**config.mk**
```make
export PLATFORM = sky130hd
export DESIGN_NAME = dma_wide_bridge
export DESIGN_NICKNAME = d
export VERILOG_FILES = /design/src/rtl/dwb_pkg.sv /design/src/rtl/dwb_ctrl.sv /design/src/rtl/dwb_req_stage.sv /design/src/rtl/dwb_resp_stage.sv /design/src/rtl/dma_wide_bridge.sv
export SDC_FILE = /design/constraint.sdc
export NUM_CORES = 1
export LEC_CHECK = 0
export ABC_AREA = 0
export BUFFER_PORTS_ARGS = -buffer_cell sky130_fd_sc_hd__buf_2
export CORE_ASPECT_RATIO = 2
export CORE_MARGIN = 2
export CORE_UTILIZATION = 39
export DETAILED_ROUTE_END_ITERATION = 10
export HOLD_SLACK_MARGIN = 0.1
export PLACE_DENSITY_LB_ADDON = 0.05
export SYNTH_ARGS = -nofsm -noshare
export SYNTH_HDL_FRONTEND = slang
export SYNTH_SLANG_ARGS = --single-unit
```
**constraint.sdc**
```tcl
create_clock -name clk_i -period 1.4 [get_ports clk_i]
set_input_delay 0.14 -clock clk_i [delete_from_list [all_inputs] [get_ports clk_i]]
set_output_delay 0.14 -clock clk_i [all_outputs]
set_load 0.005 [all_outputs]
```
**src/rtl/dwb_pkg.sv**
```systemverilog
package dwb_pkg;
  typedef enum logic [1:0] {
    ST_IDLE,
    ST_REQ,
    ST_WAIT,
    ST_RESP
  } bridge_state_e;
endpackage

```
**src/rtl/dwb_ctrl.sv**
```systemverilog
module dwb_ctrl
  import dwb_pkg::*;
(
  input  logic clk_i,
  input  logic rst_ni,
  input  logic up_cyc_i,
  input  logic up_stb_i,
  input  logic dn_stall_i,
  input  logic dn_ack_i,
  output logic accept_o,
  output logic done_o,
  output logic dn_cyc_o,
  output logic dn_stb_o
);
  bridge_state_e state_q, state_d;

  assign accept_o = (state_q == ST_IDLE) && up_cyc_i && up_stb_i;
  assign done_o   = ((state_q == ST_REQ) || (state_q == ST_WAIT)) && dn_ack_i;

  always_comb begin
    state_d = state_q;
    unique case (state_q)
      ST_IDLE: if (accept_o) state_d = ST_REQ;
      ST_REQ: begin
        if (dn_ack_i)         state_d = ST_RESP;
        else if (!dn_stall_i) state_d = ST_WAIT;
      end
      ST_WAIT: if (dn_ack_i) state_d = ST_RESP;
      // upstream strobe still shows the old request here; skip it
      ST_RESP: state_d = ST_IDLE;
      default: state_d = ST_IDLE;
    endcase
  end

  always_ff @(posedge clk_i or negedge rst_ni) begin
    if (!rst_ni) state_q <= ST_IDLE;
    else         state_q <= state_d;
  end

  assign dn_cyc_o = (state_q == ST_REQ) || (state_q == ST_WAIT);
  assign dn_stb_o = (state_q == ST_REQ);
endmodule

```
**src/rtl/dwb_req_stage.sv**
```systemverilog
module dwb_req_stage #(
  parameter int ADDR_W = 32,
  parameter int UP_DW  = 32,
  parameter int DN_DW  = 64
) (
  input  logic                              clk_i,
  input  logic                              rst_ni,
  input  logic                              accept_i,
  input  logic                              up_we_i,
  input  logic [ADDR_W-1:0]                 up_adr_i,
  input  logic [UP_DW/8-1:0]                up_sel_i,
  input  logic [UP_DW-1:0]                  up_dat_i,
  output logic                              dn_we_o,
  output logic [ADDR_W-$clog2(DN_DW/8)-1:0] dn_adr_o,
  output logic [DN_DW/8-1:0]                dn_sel_o,
  output logic [DN_DW-1:0]                  dn_dat_o,
  output logic [$clog2(DN_DW/UP_DW)-1:0]    lane_o
);
  localparam int UP_SW  = UP_DW / 8;
  localparam int DN_SW  = DN_DW / 8;
  localparam int RATIO  = DN_DW / UP_DW;
  localparam int LANE_W = $clog2(RATIO);
  localparam int UP_OFF = $clog2(UP_SW);
  localparam int DN_OFF = $clog2(DN_SW);
  localparam int DN_AW  = ADDR_W - DN_OFF;

  logic [LANE_W-1:0] lane_n;
  logic [DN_SW-1:0]  sel_n;
  logic [DN_DW-1:0]  dat_n;
  logic              adr_unused;

  assign lane_n     = up_adr_i[UP_OFF +: LANE_W];
  assign adr_unused = ^up_adr_i[UP_OFF-1:0];

  for (genvar l = 0; l < RATIO; l++) begin : g_lane
    assign sel_n[l*UP_SW +: UP_SW] = (lane_n == LANE_W'(l)) ? up_sel_i : '0;
    assign dat_n[l*UP_DW +: UP_DW] = up_dat_i;
  end

  always_ff @(posedge clk_i or negedge rst_ni) begin
    if (!rst_ni) begin
      dn_we_o  <= 1'b0;
      dn_adr_o <= '0;
      dn_sel_o <= '0;
      dn_dat_o <= '0;
      lane_o   <= '0;
    end else if (accept_i) begin
      dn_we_o  <= up_we_i;
      dn_adr_o <= up_adr_i[ADDR_W-1:DN_OFF];
      dn_sel_o <= sel_n;
      dn_dat_o <= dat_n;
      lane_o   <= lane_n;
    end
  end

  if (DN_AW < 1) begin : g_bad
    initial $error("address too narrow");
  end
endmodule

```
**src/rtl/dwb_resp_stage.sv**
```systemverilog
module dwb_resp_stage #(
  parameter int UP_DW = 32,
  parameter int DN_DW = 64
) (
  input  logic                           clk_i,
  input  logic                           rst_ni,
  input  logic                           done_i,
  input  logic [$clog2(DN_DW/UP_DW)-1:0] lane_i,
  input  logic [DN_DW-1:0]               dn_dat_i,
  output logic [UP_DW-1:0]               up_dat_o,
  output logic                           up_ack_o
);
  always_ff @(posedge clk_i or negedge rst_ni) begin
    if (!rst_ni) begin
      up_dat_o <= '0;
      up_ack_o <= 1'b0;
    end else begin
      up_ack_o <= done_i;
      if (done_i) up_dat_o <= dn_dat_i[lane_i*UP_DW +: UP_DW];
    end
  end
endmodule

```
**src/rtl/dma_wide_bridge.sv**
```systemverilog
module dma_wide_bridge #(
  parameter int ADDR_W = 32,
  parameter int UP_DW  = 32,
  parameter int DN_DW  = 64,
  localparam int DN_AW = ADDR_W - $clog2(DN_DW/8)
) (
  input  logic               clk_i,
  input  logic               rst_ni,
  input  logic               up_cyc_i,
  input  logic               up_stb_i,
  input  logic               up_we_i,
  input  logic [ADDR_W-1:0]  up_adr_i,
  input  logic [UP_DW/8-1:0] up_sel_i,
  input  logic [UP_DW-1:0]   up_dat_i,
  output logic [UP_DW-1:0]   up_dat_o,
  output logic               up_ack_o,
  output logic               dn_cyc_o,
  output logic               dn_stb_o,
  output logic               dn_we_o,
  output logic [DN_AW-1:0]   dn_adr_o,
  output logic [DN_DW/8-1:0] dn_sel_o,
  output logic [DN_DW-1:0]   dn_dat_o,
  input  logic [DN_DW-1:0]   dn_dat_i,
  input  logic               dn_ack_i,
  input  logic               dn_stall_i
);
  localparam int LANE_W = $clog2(DN_DW / UP_DW);

  logic              accept, done;
  logic [LANE_W-1:0] lane;

  dwb_ctrl u_ctrl (
    .clk_i     (clk_i),
    .rst_ni    (rst_ni),
    .up_cyc_i  (up_cyc_i),
    .up_stb_i  (up_stb_i),
    .dn_stall_i(dn_stall_i),
    .dn_ack_i  (dn_ack_i),
    .accept_o  (accept),
    .done_o    (done),
    .dn_cyc_o  (dn_cyc_o),
    .dn_stb_o  (dn_stb_o)
  );

  dwb_req_stage #(.ADDR_W(ADDR_W), .UP_DW(UP_DW), .DN_DW(DN_DW)) u_req (
    .clk_i   (clk_i),
    .rst_ni  (rst_ni),
    .accept_i(accept),
    .up_we_i (up_we_i),
    .up_adr_i(up_adr_i),
    .up_sel_i(up_sel_i),
    .up_dat_i(up_dat_i),
    .dn_we_o (dn_we_o),
    .dn_adr_o(dn_adr_o),
    .dn_sel_o(dn_sel_o),
    .dn_dat_o(dn_dat_o),
    .lane_o  (lane)
  );

  dwb_resp_stage #(.UP_DW(UP_DW), .DN_DW(DN_DW)) u_resp (
    .clk_i   (clk_i),
    .rst_ni  (rst_ni),
    .done_i  (done),
    .lane_i  (lane),
    .dn_dat_i(dn_dat_i),
    .up_dat_o(up_dat_o),
    .up_ack_o(up_ack_o)
  );
endmodule

```
Word level (Yosys, flattened, before mapping) --
Index checks and enable logic that the tools add are counted.
Storage, ports and cells: register bits after elaboration 138, output and inout bits 137, bits of input ports 139, latch bits 0, memories 0, RAM bits 0, logic and storage cells 28, memory bits (read-only) 0
Cells by class: div/mod/pow operators 0, shift operators 1, order comparisons 0, mux-type cells 7, $mul 0, bitwise gates (word level) 0, add/sub/neg operators 0, reductions and logical operators 6, eq/ne operators 6
Operator list (count):
- $shiftx A64 B7 Y32 | 1
- $mux W2 | 4
- $mux W4 | 2
- $pmux W2 S4 | 1
- $eq A2 B2 Y1 const B | 2
- $ne A2 B2 Y1 const B | 2
- $logic_and A1 B1 Y1 | 3
- $ne A3 B3 Y1 const B | 1
- $reduce_and A3 Y1 | 1
- $eq A2 B1 Y1 const B | 1
- $logic_not A2 Y1 | 1
- $logic_or A1 B1 Y1 | 1

Longest topological paths before layout --
depth after elaboration 5, gate-level depth with buffers 7, depth with buffers taken out 6

Cells and area by module --
Synthesis repeated with hierarchy kept, for this count alone.
Unflattened totals: cell total of the unflattened synthesis 356, area total of the unflattened synthesis 4669.5 sq um
Modules (own cells, without submodules):
- dwb_req_stage | times used 1, sequential area each 1776.7 sq um, cells each 199, area an instance 2947.8 sq um
- dwb_resp_stage | times used 1, sequential area each 825.8 sq um, cells each 140, area an instance 1531.5 sq um
- dwb_ctrl | times used 1, sequential area each 50.0 sq um, cells each 17, area an instance 190.2 sq um

Worst setup path after synthesis --
OpenSTA, ideal clock, no wires.
kind reg2reg, from register u_ctrl.state_q[0], to register u_resp.up_dat_o[24], slack -0.105 ns, data arrival time 1.379 ns, cell stages (with the launch flop) 8, setup time 0.126 ns, buffers on the path 2, period minus slack after synthesis 1.505 ns, data required time 1.274 ns, path through dfrtp_1 -> inv_1 -> ha_1 -> and2_1 -> buf_4 -> buf_2 -> nor2_1 -> a21oi_1
On the way: word-level cells in the longest chain between the ends 3, elaborated cells on any way between the ends 4, classes of those cells 2 x eq/ne; 2 x reduce/logical
RTL lines:
- start: declaration | line dwb_ctrl.sv:15 | bridge_state_e state_q, state_d;
- start signal: assignment | line dwb_ctrl.sv:37 | else state_q <= state_d;
- $eq A2 B1 Y1 / $eq A2 B2 Y1 (equally long branches)
- $logic_or A1 B1 Y1 *
- net dn_cyc_o | line dma_wide_bridge.sv:17 | output logic dn_cyc_o,
- $logic_and A1 B1 Y1 * | line dwb_ctrl.sv:18 | assign done_o = ((state_q == ST_REQ) || (state_q == ST_WAIT)) && dn_ack_i;
- end signal: assignment | line dwb_resp_stage.sv:19 | if (done_i) up_dat_o <= dn_dat_i[lane_i*UP_DW +: UP_DW];
- end: declaration | line dwb_resp_stage.sv:10 | output logic [UP_DW-1:0] up_dat_o,
The timed path passes the listed nets; every way through them passes the cells marked *. A chain may end at the register's enable or synchronous reset.

Worst setup path in the final report --
from register u_ctrl.state_q[0], to output port dn_stb_o
On the way: word-level cells in the longest chain between the ends 1
RTL lines:
- $eq A2 B1 Y1 | line dwb_ctrl.sv:41 | assign dn_stb_o = (state_q == ST_REQ);
- end: declaration | line dma_wide_bridge.sv:18 | output logic dn_stb_o,
No other way between the ends.

==> metrics.cfg <==
[status]
status=finished, violations left
violations=negative setup slack

[yosys]
synthTopCellsByArea=dfrtp_1, mux2_2, mux2i_1
synth-main-ff-cell=dfrtp_1
yosysUniqueCellTypes=24
syn_area_sq_um=4630
yosys_warnings=0
synth_edf_count=0
avgSynthCellArea_sq_um=12.9
synth_nets=502
synth_top_area_share_pct=57.3
async_flop_share_pct=100
synth_most_common_cell=dfrtp_1
synthCells=359
synth_top_cells_by_count=dfrtp_1, mux2_2, buf_4
ys_ff_latch=106
ys_seq_area_share_pct=57.3
synth_top_area_cell=dfrtp_1

[route]
vias=3966
ant_nets=0
drc=0
drt_pass1_iterations=4
via_per_inst=4.62
wl_um=12400
drt-wirelength-per-cell_um=14.4
drt_iter0_markers=110

[clock_tree]
numClockSinks=106
htreeDepth=3
tritoncts=done
ctsRootBufferMaster=clkbuf_16
clock_path_buffers=2
cts_inserted_buffers=9
clk_latency_ns=0.34
path_clk_slew_ns=0.07

[run]
maxCapViolCount=0

[grt]
grt_max_degree=37
grt_remaining_overflow=0
antenna_found_initial=0
grt_pass1_vias=3960
groute.usage.overall_pct=18.6
grt_first_pass_wirelength_um=18300

[final_layout]
fillers=925
instances_no_fill=858
syn2layout_area_growth_pct=62.7
fin_nets=851
drive_gt1_share_pct=57.5
stdcell_area_sq_um=7540
num_antenna_cells=0

[setup_path]
crit_required_ns=1.26
crit_type=reg2out
reg2reg_to=u_req.dn_dat_o[46]$_DFFE_PN0P_
worstRegToRegCells=5
crit_fanout=4
critPathLaunchType=flip-flop
worst_ep_arrival_time_ns=1.32
end_kind=primary output
reg2reg_slack_ns=-0.05
rr_startpoint=u_ctrl.state_q[0]$_DFFE_PN0P_

[placed_design]
place_congestion=0.779
port-buffer-count=273
place_area_sq_um=5990
place_ws_ns=-0.0519
dp_hpwl_um=8300
dp_cells=740

[min_path]
min_path_cells=3
holdPathEnd=u_resp.up_dat_o[30]$_DFFE_PN0P_
hold_start=dn_dat_i[30]
hold_class=in2reg

[timing]
post-route-period-util_pct=105
timing.fmax_mhz=683
setup_slack_ns=-0.0639
worstMarginPinSlew_ns=0.427
skew_ns=0.00686
final-setup-viol-count=65
grt_setup_unrepaired=yes
slew_viol_final=0
max_slew_margin_pct=71.6
hold_viol_final=0
min_period_ns=1.46

[floorplan]
fp-row-count=56
dieWidth_um=81.1
initial_core_util_pct=39.8
io_pins=276
dieArea_sq_um=12800
die_h_um=158
core_sq_um=11600

[pwr]
p_total_uw=15100
p_leak_uw=0.00376
vdd_drop_max_uv=1140
cellPowerDensity_nw_per_um2=2000

==> critical path, stage by stage, from the launching register on <==
cell and delay [ns]:
dfrtp_2 0.43, buf_4 0.15, ha_4 0.15, buf_4 0.13, buf_2 0.12
==> layout make-up <==
cell class / count / area [sq um] / area share, %
clock buffers: 11 / 253 / 3.35
clock inverters: 5 / 60.1 / 0.797
inverters: 2 / 7.51 / 0.0996
multi-input cells: 199 / 1720 / 22.8
flip-flops and latches: 106 / 2660 / 35.2
well taps: 145 / 181 / 2.41
repair buffers: 390 / 2660 / 35.3
==> worst max-delay path by stage <==
stage	from	to	slack (ns)	cells after the start
finish	u_ctrl.state_q[0]$_DFFE_PN0P_	dn_stb_o	-0.06	4
global route	u_ctrl.state_q[1]$_DFFE_PN0P_	u_req.dn_dat_o[32]$_DFFE_PN0P_	-0.12	5
CTS	u_ctrl.state_q[0]$_DFFE_PN0P_	u_req.dn_dat_o[48]$_DFFE_PN0P_	-0.07	5
detailed placement	u_ctrl.state_q[0]$_DFFE_PN0P_	u_req.dn_dat_o[48]$_DFFE_PN0P_	-0.05	5
global placement	u_ctrl.state_q[0]$_DFFE_PN0P_	u_ctrl.state_q[0]$_DFFE_PN0P_	-0.01	6
floorplan	u_ctrl.state_q[0]$_DFFE_PN0P_	u_resp.up_dat_o[10]$_DFFE_PN0P_	0.02	6
==> what timing repair did <==
action / in CTS / in global routing
pin swaps: 0 / 0
hold buffers: 93 / 0
endpoints found under the setup margin: 92 / 99
gates resized for setup: 8 / 36
hold endpoints to repair: 133 / 0
buffers inserted: 0 / 5
cloned: 1 / 4
==> metrics by stage <==
stage	util, %	setup TNS, ns	hold WS (ns)
floorplan	-	0	-0.156
global placement	51.5	-0.0146	0.0997
detailed placement	51.5	-2.04	0.112
CTS	62.7	-3.20	0.101
global route	64.8	-7.77	0.107
finish	64.8	-1.82	0.108
==> logic make-up (layout without fill, tap and decap cells) <==
kind of cell | count (synthesis) | in the layout | synth area share (%)
DFF | 106 | 106 | 57.3
muxes | 96 | 96 | 22.5
buffers and inverters | 54 | 408 | 8.94
and+or+nand+nor | 53 | 53 | 4.92
AOI/OAI and AO/OA | 46 | 46 | 5.32
adders and majority gates | 4 | 4 | 1.08
==> registers in the layout, indices dropped and copies added (netlist names) <==
| signal | count |
|---|---|
| u_req.dn_we_o | 1 |
| u_req.dn_sel_o | 8 |
| u_ctrl.state_q | 2 |
| u_req.dn_dat_o | 32 |
| u_resp.up_dat_o | 32 |
| u_req.dn_adr_o | 29 |
| u_resp.up_ack_o | 1 |
| u_req.lane_o | 1 |
==> per-layer routing <==
layer	up-vias	GRT usage (%)	share of wire, %	routed length (um)
met2	174	35.2	56	6940
met4	0	6.62	1.5	180
met1	1895	19.7	36	4450
li1	1886	-	-	-
met5	-	0	0	0
met3	11	3.88	6.5	803
==> power breakdown <==
part / total [uW] / switching, uW / internal [uW]
Clock: 2590 / 1100 / 1490
Combinational: 6990 / 3020 / 3970
Sequential: 5500 / 893 / 4610
Total: 15100 / 5020 / 10100
==> cells in the final DEF, fill, tap and decap left out, drive strengths merged <==
cell type / n
a21oi: 33
a221o: 1
dfrtp: 106
mux2: 64
clkinvlp: 1
a211oi: 1
o21ai: 10
ha: 4
and2: 1
nand2: 14
nand2b: 4
inv: 3
clkbuf: 14
mux2i: 32
a21bo: 1
clkinv: 2
nor2b: 1
dlygate4sd3: 93
bufinv: 1
buf: 294
nand3: 1
nor2: 32
Note: power is estimated with default switching activity, not from simulation.
